--- src/rtl/nds_pkg.sv ---
package nds_pkg;
  localparam int PHASES = 8;

  typedef struct packed {
    logic takeSlot;
    logic rowDrive;
    logic col1Drive;
    logic rowStrobe;
    logic colStrobe;
    logic loadHigh;
    logic loadLow;
  } seqCtl_t;
endpackage

--- src/rtl/nds_ctrl.sv ---
module nds_ctrl
  import nds_pkg::*;
#(
  parameter int PER_W = 3
) (
  input  logic             clk,
  input  logic             rst_n,
  input  logic             videoReq,
  input  logic             nmiHold,
  input  logic             cpuRead,
  input  logic [PER_W-1:0] fetchPeriod,
  output seqCtl_t          ctl,
  output logic             grantNow,
  output logic             slotVideo,
  output logic             slotDue,
  output logic             slotRead
);
  logic [PHASES-1:0] phase;
  logic [PER_W-1:0]  slotCnt;
  logic [PER_W-1:0]  cntNext;
  logic              fetchDue;

  always_ff @(posedge clk or negedge rst_n) begin
    if (!rst_n) phase <= PHASES'(1);
    else        phase <= {phase[PHASES-2:0], phase[PHASES-1]};
  end

  assign fetchDue = (slotCnt == '0) && videoReq;
  assign grantNow = fetchDue && !nmiHold;
  assign cntNext  = slotCnt + 1'b1;

  always_ff @(posedge clk or negedge rst_n) begin
    if (!rst_n) begin
      slotCnt   <= '0;
      slotVideo <= 1'b0;
      slotDue   <= 1'b0;
      slotRead  <= 1'b0;
    end else begin
      if (phase[0]) begin
        slotVideo <= grantNow;
        slotDue   <= fetchDue;
        slotRead  <= cpuRead;
      end
      if (phase[PHASES-1])
        slotCnt <= (cntNext >= fetchPeriod) ? '0 : cntNext;
    end
  end

  always_comb begin
    ctl.takeSlot  = phase[0];
    ctl.rowDrive  = phase[0] | phase[1];
    ctl.col1Drive = |phase[7:4];
    ctl.rowStrobe = |phase[6:1];
    ctl.colStrobe = phase[3] | phase[5] | phase[6];
    ctl.loadHigh  = phase[3];
    ctl.loadLow   = phase[6];
  end

  assert_phase_onehot_R1: assert property (@(posedge clk) disable iff (!rst_n)
    $countones(phase) == 1);
  assert_phase_wrap_R1: assert property (@(posedge clk) disable iff (!rst_n)
    phase[PHASES-1] |=> phase[0]);
  assert_phase_step_R1: assert property (@(posedge clk) disable iff (!rst_n)
    phase[0] |=> phase[1]);
  assert_period_one_R9: assert property (@(posedge clk) disable iff (!rst_n)
    (phase[PHASES-1] && fetchPeriod <= PER_W'(1)) |=> slotCnt == '0);
endmodule

--- src/rtl/nds_datapath.sv ---
module nds_datapath
  import nds_pkg::*;
#(
  parameter int ADDR_W = 15,
  parameter int NIB_W  = 4
) (
  input  logic                 clk,
  input  logic                 rst_n,
  input  seqCtl_t              ctl,
  input  logic                 grantNow,
  input  logic                 slotVideo,
  input  logic                 slotDue,
  input  logic                 slotRead,
  input  logic [ADDR_W-1:0]    videoAddr,
  input  logic [ADDR_W-1:0]    cpuAddr,
  input  logic [NIB_W-1:0]     ramNibble,
  output logic [ADDR_W-8:0]    ramAddr,
  output logic                 rowStrobe,
  output logic                 colStrobe,
  output logic [2*NIB_W-1:0]   dataOut,
  output logic                 videoValid,
  output logic                 cpuValid,
  output logic                 videoStep
);
  localparam int RA_W  = ADDR_W - 7;
  localparam int COL_W = RA_W - 1;

  logic [ADDR_W-1:0] selAddr;
  logic [ADDR_W-1:0] slotAddr;
  logic [ADDR_W-1:0] curAddr;
  logic [NIB_W-1:0]  highNib;
  logic [NIB_W-1:0]  lowNib;

  assign selAddr = grantNow ? videoAddr : cpuAddr;
  assign curAddr = ctl.takeSlot ? selAddr : slotAddr;
  assign ramAddr = ctl.rowDrive ? curAddr[ADDR_W-1:COL_W]
                                : {curAddr[COL_W-1:0], ctl.col1Drive};
  assign rowStrobe = ctl.rowStrobe;
  assign colStrobe = ctl.colStrobe;
  assign dataOut   = {highNib, lowNib};

  always_ff @(posedge clk or negedge rst_n) begin
    if (!rst_n) begin
      slotAddr   <= '0;
      highNib    <= '0;
      lowNib     <= '0;
      videoValid <= 1'b0;
      cpuValid   <= 1'b0;
      videoStep  <= 1'b0;
    end else begin
      if (ctl.takeSlot) slotAddr <= selAddr;
      if (ctl.loadHigh) highNib  <= ramNibble;
      if (ctl.loadLow)  lowNib   <= ramNibble;
      videoValid <= ctl.loadLow && slotVideo;
      cpuValid   <= ctl.loadLow && !slotVideo && slotRead;
      videoStep  <= ctl.loadLow && slotDue;
    end
  end

  assert_col_under_row_R4: assert property (@(posedge clk) disable iff (!rst_n)
    colStrobe |-> rowStrobe);
  assert_owner_excl_R6: assert property (@(posedge clk) disable iff (!rst_n)
    $onehot0({videoValid, cpuValid}));
  assert_grant_implies_step_R7: assert property (@(posedge clk) disable iff (!rst_n)
    videoValid |-> videoStep);
  assert_byte_stable_R7: assert property (@(posedge clk) disable iff (!rst_n)
    (videoValid || cpuValid) |=> $stable(dataOut));
endmodule

--- src/rtl/nibble_dram_seq.sv ---
module nibble_dram_seq
  import nds_pkg::*;
#(
  parameter int ADDR_W     = 15,
  parameter int NIB_W      = 4,
  parameter int MAX_PERIOD = 4,
  localparam int PER_W     = $clog2(MAX_PERIOD + 1)
) (
  input  logic               clk,
  input  logic               rst_n,
  input  logic [ADDR_W-1:0]  videoAddr,
  input  logic [ADDR_W-1:0]  cpuAddr,
  input  logic               cpuRead,
  input  logic               videoReq,
  input  logic               nmiHold,
  input  logic [PER_W-1:0]   fetchPeriod,
  input  logic [NIB_W-1:0]   ramNibble,
  output logic [ADDR_W-8:0]  ramAddr,
  output logic               rowStrobe,
  output logic               colStrobe,
  output logic [2*NIB_W-1:0] dataOut,
  output logic               videoValid,
  output logic               cpuValid,
  output logic               videoStep
);
  seqCtl_t ctl;
  logic    grantNow;
  logic    slotVideo;
  logic    slotDue;
  logic    slotRead;

  nds_ctrl #(.PER_W(PER_W)) ctrl_i (
    .clk(clk), .rst_n(rst_n), .videoReq(videoReq), .nmiHold(nmiHold),
    .cpuRead(cpuRead), .fetchPeriod(fetchPeriod), .ctl(ctl),
    .grantNow(grantNow), .slotVideo(slotVideo), .slotDue(slotDue),
    .slotRead(slotRead)
  );

  nds_datapath #(.ADDR_W(ADDR_W), .NIB_W(NIB_W)) dp_i (
    .clk(clk), .rst_n(rst_n), .ctl(ctl), .grantNow(grantNow),
    .slotVideo(slotVideo), .slotDue(slotDue), .slotRead(slotRead),
    .videoAddr(videoAddr), .cpuAddr(cpuAddr), .ramNibble(ramNibble),
    .ramAddr(ramAddr), .rowStrobe(rowStrobe), .colStrobe(colStrobe),
    .dataOut(dataOut), .videoValid(videoValid), .cpuValid(cpuValid),
    .videoStep(videoStep)
  );
endmodule

--- config.mk ---
export PLATFORM = sky130hd
export DESIGN_NAME = nibble_dram_seq
export DESIGN_NICKNAME = d
export VERILOG_FILES = /design/src/rtl/nds_pkg.sv /design/src/rtl/nds_ctrl.sv /design/src/rtl/nds_datapath.sv /design/src/rtl/nibble_dram_seq.sv
export SDC_FILE = /design/constraint.sdc
export NUM_CORES = 1
export LEC_CHECK = 0
export BUFFER_PORTS_ARGS = -buffer_cell sky130_fd_sc_hd__buf_2
export CAP_MARGIN = 20
export CORE_ASPECT_RATIO = 1.1
export CORE_MARGIN = 8
export CORE_UTILIZATION = 46
export CTS_BUF_LIST = sky130_fd_sc_hd__clkbuf_2
export DETAILED_ROUTE_END_ITERATION = 10
export GPL_TIMING_DRIVEN = 0
export PLACE_DENSITY = 0.88
export SETUP_SLACK_MARGIN = 0.15
export SYNTH_ARGS = -nofsm -noshare
export SYNTH_HDL_FRONTEND = slang
export SYNTH_HIERARCHICAL = 1
export SYNTH_SLANG_ARGS = --single-unit
--- constraint.sdc ---
create_clock -name clk -period 2.1 [get_ports clk]
set_input_delay 0.42 -clock clk [delete_from_list [all_inputs] [get_ports clk]]
set_output_delay 0.42 -clock clk [all_outputs]
set_load 0.02 [all_outputs]
## After elaboration in Yosys (flattened, before gate mapping)

Cells that the tools add are included.

| cells by class | value |
|---|---|
| reduce and logical (&&, ||, !) cells | 11 |
| multiplexer cells | 4 |
| $add $sub $neg | 1 |
| order comparisons | 1 |
| bitwise operators | 3 |

Operators with widths:

| cell | count |
|---|---|
| $mux W15 | 2 |
| $mux W8 | 1 |
| $logic_and A1 B1 Y1 | 6 |
| $reduce_or A6 Y1 | 1 |
| $reduce_or A4 Y1 | 1 |
| $add A3 B1 Y3 const B | 1 |
| $ge A3 B3 Y1 | 1 |
| $logic_not A3 Y1 | 1 |
| $mux W3 | 1 |
| $or A1 B1 Y1 | 3 |
| $logic_not A1 Y1 | 2 |

| storage, ports and cells | value |
|---|---|
| logic and storage cells | 31 |
| register bits after elaboration | 40 |
| input bits | 42 |

## Longest topological paths before layout

Gate-level depths: netlist of run 1.

| depth | value |
|---|---|
| word-level depth | 6 |
| depth in mapped cells | 8 |
| mapped depth without buffers | 7 |

## Cells and area by module

The synthesis of run 1 kept the hierarchy.

By module, submodules not included:

| module | sequential area each (um^2) | instances | cells each | area an instance (um^2) |
|---|---|---|---|---|
| nds_datapath | 650.6 | 1 | 100 | 1,206.2 |
| nds_ctrl | 351.6 | 1 | 48 | 609.3 |

## Worst setup path after synthesis of run 1

OpenSTA, ideal clock, no wires.

| timing | value |
|---|---|
| path type | register to output |
| start point | register ctrl_i.slotCnt[0] |
| end point | output port ramAddr[1] |
| required time | 1.680 ns |
| setup slack | -0.026 ns |
| data arrival time | 1.706 ns |
| path buffers | 2 |
| cell stages (with the launch flop) | 9 |
| cell sequence | dfrtp_1 > inv_1 > ha_1 > and4bb_2 > buf_6 > buf_12 > mux2i_1 > a21oi_2 > mux2_2 |

| between the ends | value |
|---|---|
| longest elaborated chain between the ends | 6 |

RTL lines:

| item | RTL line | source |
|---|---|---|
| from (decl) | nds_ctrl.sv:19 | `logic [PER_W-1:0] slotCnt;` |
| from (signal assigned) | nds_ctrl.sv:45 | `slotCnt <= (cntNext >= fetchPeriod) ? '0 : cntNext;` |
| $logic_not A3 Y1 | nds_ctrl.sv:28 | `assign fetchDue = (slotCnt == '0) && videoReq;` |
| $logic_and A1 B1 Y1 | nds_ctrl.sv:28 |  |
| $logic_and A1 B1 Y1 | nds_ctrl.sv:29 | `assign grantNow = fetchDue && !nmiHold;` |
| net grantNow | nibble_dram_seq.sv:27 | `logic grantNow;` |
| $mux W15 | nds_datapath.sv:34 | `assign selAddr = grantNow ? videoAddr : cpuAddr;` |
| $mux W15 | -- |  |
| net dp_i.curAddr[0] | nds_datapath.sv:30 | `logic [ADDR_W-1:0] curAddr;` |
| $mux W8 | nds_datapath.sv:36 | `assign ramAddr = ctl.rowDrive ? curAddr[ADDR_W-1:COL_W]` |
| to (decl) | nibble_dram_seq.sv:18 | `output logic [ADDR_W-8:0] ramAddr,` |

The timed path passes the listed nets, and every way through them passes these cells.

## Worst setup path in the final report of run 1

| timing | value |
|---|---|
| start point | register ctrl_i.slotCnt[1] |
| end point | output port ramAddr[3] |

The elaborated chain is that of the path after synthesis.

==> results.sh, run 1 <==
export IMPL_status="complete, but fails checks"
export IMPL_violations="setup timing"
export IMPL_period_share_pct=127.7
export IMPL_powerDensity_nw_per_um2=465.7
export IMPL_ir_drop_mv=0.4086
export IMPL_critPathRequiredTime_ns=1.68
export IMPL_fill_cells=306
export IMPL_grt_pass1_wl_um=6893
export IMPL_startpoint_type="flop"
export IMPL_grt_max_degree=41
export IMPL_path_clk_slew_ns=0.18
export IMPL_ys_ff_latch=40
export IMPL_drc=0
export IMPL_grt_overflow_total=0
export IMPL_layout_nets=273
export IMPL_layout_commonest_cell="buf_2"
export IMPL_syn_avg_cell_area_um2=12.27
export IMPL_whs_ns=0.1142
export IMPL_clkLatencyLatePin_ns=0.39
export IMPL_place_gp_congestion=0.7420
export IMPL_fin_ws_ns=-0.5824
export IMPL_synth_distinct_cells=32
export IMPL_period_needed_ns=2.682
export IMPL_maxSlewViolCount=0
export IMPL_initial_utilization_pct=46.87
export IMPL_fp_dieH_um=81.89
export IMPL_clkSinkCount=40
export IMPL_root_buffer="clkbuf_2"
export IMPL_wl_um=4297
export IMPL_h_tree_depth=2
export IMPL_netlist_area_leader_share_pct=53.76
export IMPL_syn_num_nets=195
export IMPL_grt_setup_unrepaired="true"
export IMPL_synth_area_top_cells="dfrtp_1, mux2_2, mux2i_1"
export IMPL_drt_pass1_iterations=4
export IMPL_num_io_pins=63
export IMPL_final_seq_area_um2=1002
export IMPL_portBuffers=62
export IMPL_syn_instance_count=148
export IMPL_final_cells=279
export IMPL_netlist_area_um2=1815
export IMPL_post_place_cells=262
export IMPL_fmax_ghz=0.3728
export IMPL_yosysWarningCount=6
export IMPL_die_x_um=75.90
export IMPL_cts_tree="yes"
export IMPL_cts_inserted_buffers=5
export IMPL_antenna_left=0
export IMPL_dieArea_um2=6215
export IMPL_multi_input_area_um2=818.3
export IMPL_ys_seq_area_share_pct=55.20
export IMPL_drive_above_1_share_pct=55.95
export IMPL_cp_end_kind="output pin"
export IMPL_core_um2=3874
export IMPL_leakagePower_nw=1.256
export IMPL_hpwl_um=3053
export IMPL_drtIter0Drc=47
export IMPL_rows=24
export IMPL_syn_to_final_growth_pct=37.63
export IMPL_r2r_start="ctrl_i/slotCnt[0]$_DFFE_PN0P_"
export IMPL_final_cell_mix="buf_2, dfrtp_1, nor2_1"
export IMPL_arrival_ns=2.26
export IMPL_grt_pass1_vias=1453
export IMPL_slew_headroom_pct=41.09
export IMPL_max_cap_violations=0
export IMPL_crit_start="ctrl_i/slotCnt[1]$_DFFE_PN0P_"
export IMPL_critPathMaxFanout=5
export IMPL_max_clock_path_buffers=2
export IMPL_vias=1370
export IMPL_critPathKind="flop to output pin"
export IMPL_setup_viol=9
export IMPL_post_drt_wl_per_cell_um=15.40
export IMPL_grt_util_all_layers_pct=13.79
export IMPL_antenna_found_initial=0
export IMPL_tightest_slew_ns=0.8836
export IMPL_viasPerCell=4.910
export IMPL_yosys_area_top_type="dfrtp_1"
export IMPL_clock_skew_ns=0.01670
export IMPL_n_antenna_cell=0
export IMPL_hold_violations=0
export IMPL_hold_class="primary input to asynchronous set/reset pin"
[stage by stage]
stage	utilization, %	setup TNS, ns	power, mW	cell area, um^2	setup WS (ns)
final	64.50	-4.625	1.164	2499	-0.5824
after global routing	64.50	-6.023	1.230	2499	-0.7292
after CTS	62.86	-4.877	1.175	2435	-0.6061
after detailed placement	57.56	-1.684	0.8526	2230	-0.2581
after global placement	57.56	-1.430	0.8500	2230	-0.2061
after floorplan	-	0	0.7983	1854	0.02774
[power by group]
part / internal [mW] / leakage (nW) / switching, mW / total (mW)
clock network: 0.0747 / 0.0302 / 0.239 / 0.314
registers: 0.771 / 0.461 / 0 / 0.771
logic: 0.0402 / 0.764 / 0.0384 / 0.0786
total: 0.886 / 1.26 / 0.277 / 1.16
[critical path: stages, from the launching register on]
cell,delay (ns)
dfrtp_1,0.42
inv_2,0.08
ha_4,0.13
and4bb_2,0.25
buf_6,0.15
buf_12,0.13
mux2i_2,0.23
a21oi_2,0.09
mux2_4,0.28
buf_6,0.13
[area by class of cell]
class	count	area share, %
inverters	5	0.7511
well taps	52	2.604
flip-flops and latches	40	40.11
repair buffers	71	18.33
plain buffers	12	3.906
clock inverters	3	0.5508
multi-input cells	91	32.75
clock buffers	5	1.002
[registers in the layout, summed over array words and instances, names as in the netlist]
register	flops
dp_i/slotAddr	15
dp_i/highNib	4
ctrl_i/slotRead	1
ctrl_i/slotDue	1
ctrl_i/slotCnt	3
ctrl_i/slotVideo	1
dp_i/videoValid	1
dp_i/cpuValid	1
dp_i/videoStep	1
ctrl_i/phase	8
dp_i/lowNib	4
[Yosys cell counts, drive strengths merged]
master,instances
dfrtp,39
mux2,18
nor2,17
a21oi,15
mux2i,15
buf,9
ha,5
inv,5
o21ai,4
clkbuf,3
and2,2
nand3,2
or4,2
a21o,1
a31oi,1
a41o,1
and3,1
and4bb,1
dfstp,1
nand2,1
nand2b,1
nor2b,1
or2,1
or3,1
xor2,1
[what timing repair did]
action / 4_1_cts / 5_1_grt
cloned: 1 / 0
gates resized for setup: 28 / 13
hold buffers: 0 / 0
setup endpoints to repair: 10 / 13
buffers inserted: 6 / 2
pin swaps: 8 / 5
[kinds of logic after synthesis]
group | count (synthesis) | share of synthesized area [%]
buffers and inverters | 17 | 6.134
DFF | 40 | 55.20
adders and majority gates | 5 | 3.446
xor gates and xnor gates | 1 | 0.4825
and+or+nand+nor | 30 | 8.546
muxes | 33 | 19.43
AOI/OAI and AO/OA | 22 | 6.755
[worst paths after layout]
| kind | endpoint | slack (ns) | depth (start not counted) |
|---|---|---|---|
| hold / removal | dp_i/slotAddr[8]$_DFF_PN0_ | 0.11 | 1 |
| setup reg to reg | ctrl_i/slotCnt[1]$_DFFE_PN0P_ | 0.19 | 8 |
| hold reg to reg | ctrl_i/phase[5]$_DFF_PN0_ | 0.42 | 0 |
| min in group clk | dp_i/lowNib[0]$_DFFE_PN0P_ | 0.26 | 2 |
| max in group asynchronous | ctrl_i/slotCnt[1]$_DFFE_PN0P_ | 1.42 | 1 |
| setup / recovery | ramAddr[3] | -0.58 | 9 |
[metal layers]
metal,share of wire (%),wire length (um),global-route usage (%),vias up
met4,0.70,30,2.941,0
met3,8.6,370,7.221,3
li1,-,-,-,663
met2,51,2171,24.51,49
met5,0,0,0,-
met1,40,1725,14.33,655
No activity file was read; power rests on OpenSTA's default activity.
==> inputs of run 2 (changes only) <==
--- a/config.mk
+++ b/config.mk
@@ -9,11 +9,10 @@
 export CAP_MARGIN = 20
 export CORE_ASPECT_RATIO = 1.1
 export CORE_MARGIN = 8
-export CORE_UTILIZATION = 46
-export CTS_BUF_LIST = sky130_fd_sc_hd__clkbuf_2
+export CORE_UTILIZATION = 44
 export DETAILED_ROUTE_END_ITERATION = 10
 export GPL_TIMING_DRIVEN = 0
-export PLACE_DENSITY = 0.88
+export PLACE_DENSITY = 0.85
 export SETUP_SLACK_MARGIN = 0.15
 export SYNTH_ARGS = -nofsm -noshare
 export SYNTH_HDL_FRONTEND = slang
==> results.sh, run 2 (synthesis results as in run 1) <==
export IMPL_final_cells=286
export IMPL_die_x_um=77.25
export IMPL_final_cell_mix="buf_2, dfrtp_1, buf_4"
export IMPL_max_flop_register="dp_i/slotAddr"
export IMPL_grt_max_degree=41
export IMPL_maxSlewViolCount=0
export IMPL_h_tree_depth=2
export IMPL_vias=1407
export IMPL_drc=0
export IMPL_arrival_ns=2.16
export IMPL_drive_above_1_share_pct=57.26
export IMPL_cp_end_kind="output pin"
export IMPL_place_gp_congestion=0.7411
export IMPL_grt_pass1_vias=1464
export IMPL_fp_dieH_um=83.37
export IMPL_fill_cells=293
export IMPL_cts_inserted_buffers=5
export IMPL_initial_utilization_pct=45.80
export IMPL_rows=24
export IMPL_hold_class="primary input to asynchronous set/reset pin"
export IMPL_hpwl_um=3036
export IMPL_grt_overflow_total=0
export IMPL_dieArea_um2=6440
export IMPL_grt_util_all_layers_pct=12.96
export IMPL_fin_ws_ns=-0.4769
export IMPL_fmax_ghz=0.3881
export IMPL_post_drt_wl_per_cell_um=15.59
export IMPL_cts_tree="yes"
export IMPL_max_clock_path_buffers=2
export IMPL_placed_cell_area_um2=2230
export IMPL_core_um2=3964
export IMPL_ir_drop_mv=0.4214
export IMPL_largest_register_ffs=15
export IMPL_violations="setup timing"
export IMPL_finalPower_mw=1.308
export IMPL_grt_pass1_wl_um=6982
export IMPL_n_antenna_cell=0
export IMPL_path_clk_slew_ns=0.07
export IMPL_status="complete, but fails checks"
export IMPL_portBuffers=62
export IMPL_startpoint_type="flop"
export IMPL_num_io_pins=63
export IMPL_critPathKind="flop to output pin"
export IMPL_powerDensity_nw_per_um2=499.9
export IMPL_stdcell_area_um2=2616
export IMPL_tightest_slew_ns=0.8532
export IMPL_period_share_pct=122.7
export IMPL_syn_to_final_growth_pct=44.11
export IMPL_whs_ns=0.2464
export IMPL_root_buffer="clkbuf_8"
export IMPL_viasPerCell=4.920
export IMPL_leakagePower_nw=1.305
export IMPL_antenna_left=0
export IMPL_wl_um=4460
export IMPL_fin_setup_tns_ns=-3.741
export IMPL_setup_viol=9
export IMPL_reg_largest_list="dp_i/slotAddr x15, ctrl_i/phase x8"
export IMPL_antenna_found_initial=0
export IMPL_layout_nets=281
export IMPL_post_place_cells=262
export IMPL_grt_setup_unrepaired="true"
export IMPL_slew_headroom_pct=43.12
export IMPL_clock_skew_ns=0.006680
export IMPL_drt_pass1_iterations=4
export IMPL_clkLatencyLatePin_ns=0.28
export IMPL_critPathMaxFanout=5
export IMPL_layout_commonest_cell="buf_2"
export IMPL_period_needed_ns=2.577
export IMPL_drtIter0Drc=82
export IMPL_clkSinkCount=40
export IMPL_max_cap_violations=0
export IMPL_critPathRequiredTime_ns=1.68
export IMPL_hold_violations=0
run 2: cell count changes in the layout (fill, tap and decap cells not counted), sizes merged:
cell / change
clkinv: -2
buf: +8
clkbuf: +1
run 2: cell type report:
class / instances / area [um^2] / area share (%)
sequential: 40 / 1002 / 38.31
multi-input combinational: 91 / 829.5 / 31.71
timing repair buffer: 79 / 526.8 / 20.13
buffer: 12 / 96.34 / 3.682
clock buffer: 6 / 72.57 / 2.774
tap: 52 / 65.06 / 2.487
inverter: 5 / 18.77 / 0.7174
clock inverter: 1 / 5.005 / 0.1913
run 2: timing repair:
action	in CTS	in global routing
gates resized for setup	25	14
pin swaps	8	6
hold buffers	0	0
buffers inserted	11	5
gates cloned	1	0
setup endpoints to repair	9	12
run 2: stage by stage:
stage	util, %	setup WS [ns]
6_report	66.00	-0.4769
5_1_grt	66.00	-0.6017
4_1_cts	63.42	-0.4428
3_5_place_dp	56.25	-0.2598
3_3_place_gp	56.25	-0.1977
2_1_floorplan	-	0.02774
run 2: power breakdown:
group          switching, mW  internal (mW)
registers                  0          0.770
clock network          0.232          0.226
logic                 0.0402         0.0402
total                  0.272           1.04
run 2: worst max-delay path, stage by stage (launching register included):
cell and delay, ns:
dfrtp_1 0.39, inv_2 0.09, ha_4 0.13, and4bb_2 0.25
buf_6 0.16, buf_12 0.14, mux2i_1 0.20, a21oi_1 0.10
mux2_4 0.28, buf_6 0.13
run 2: path summary, 6_finish.rpt:
path | startpoint | end | slack (ns) | depth (start not counted)
max | ctrl_i/slotCnt[1]$_DFFE_PN0P_ | ramAddr[5] | -0.48 | 9
min | rst_n | dp_i/slotAddr[8]$_DFF_PN0_ | 0.25 | 1
max reg2reg | ctrl_i/slotCnt[0]$_DFFE_PN0P_ | ctrl_i/slotCnt[1]$_DFFE_PN0P_ | 0.22 | 8
min reg2reg | ctrl_i/phase[5]$_DFF_PN0_ | ctrl_i/phase[6]$_DFF_PN0_ | 0.39 | 0
max in group asynchronous | rst_n | ctrl_i/phase[5]$_DFF_PN0_ | 1.31 | 1
min in group clk | ramNibble[0] | dp_i/lowNib[0]$_DFFE_PN0P_ | 0.38 | 2
run 2: per-layer routing:
layer	vias up	part of all wire [%]	track usage (%)
li1	672	-	-
met1	684	40	14.61
met2	47	52	21.86
met3	4	6.4	4.741
met4	0	1.5	4.467
met5	-	0	0
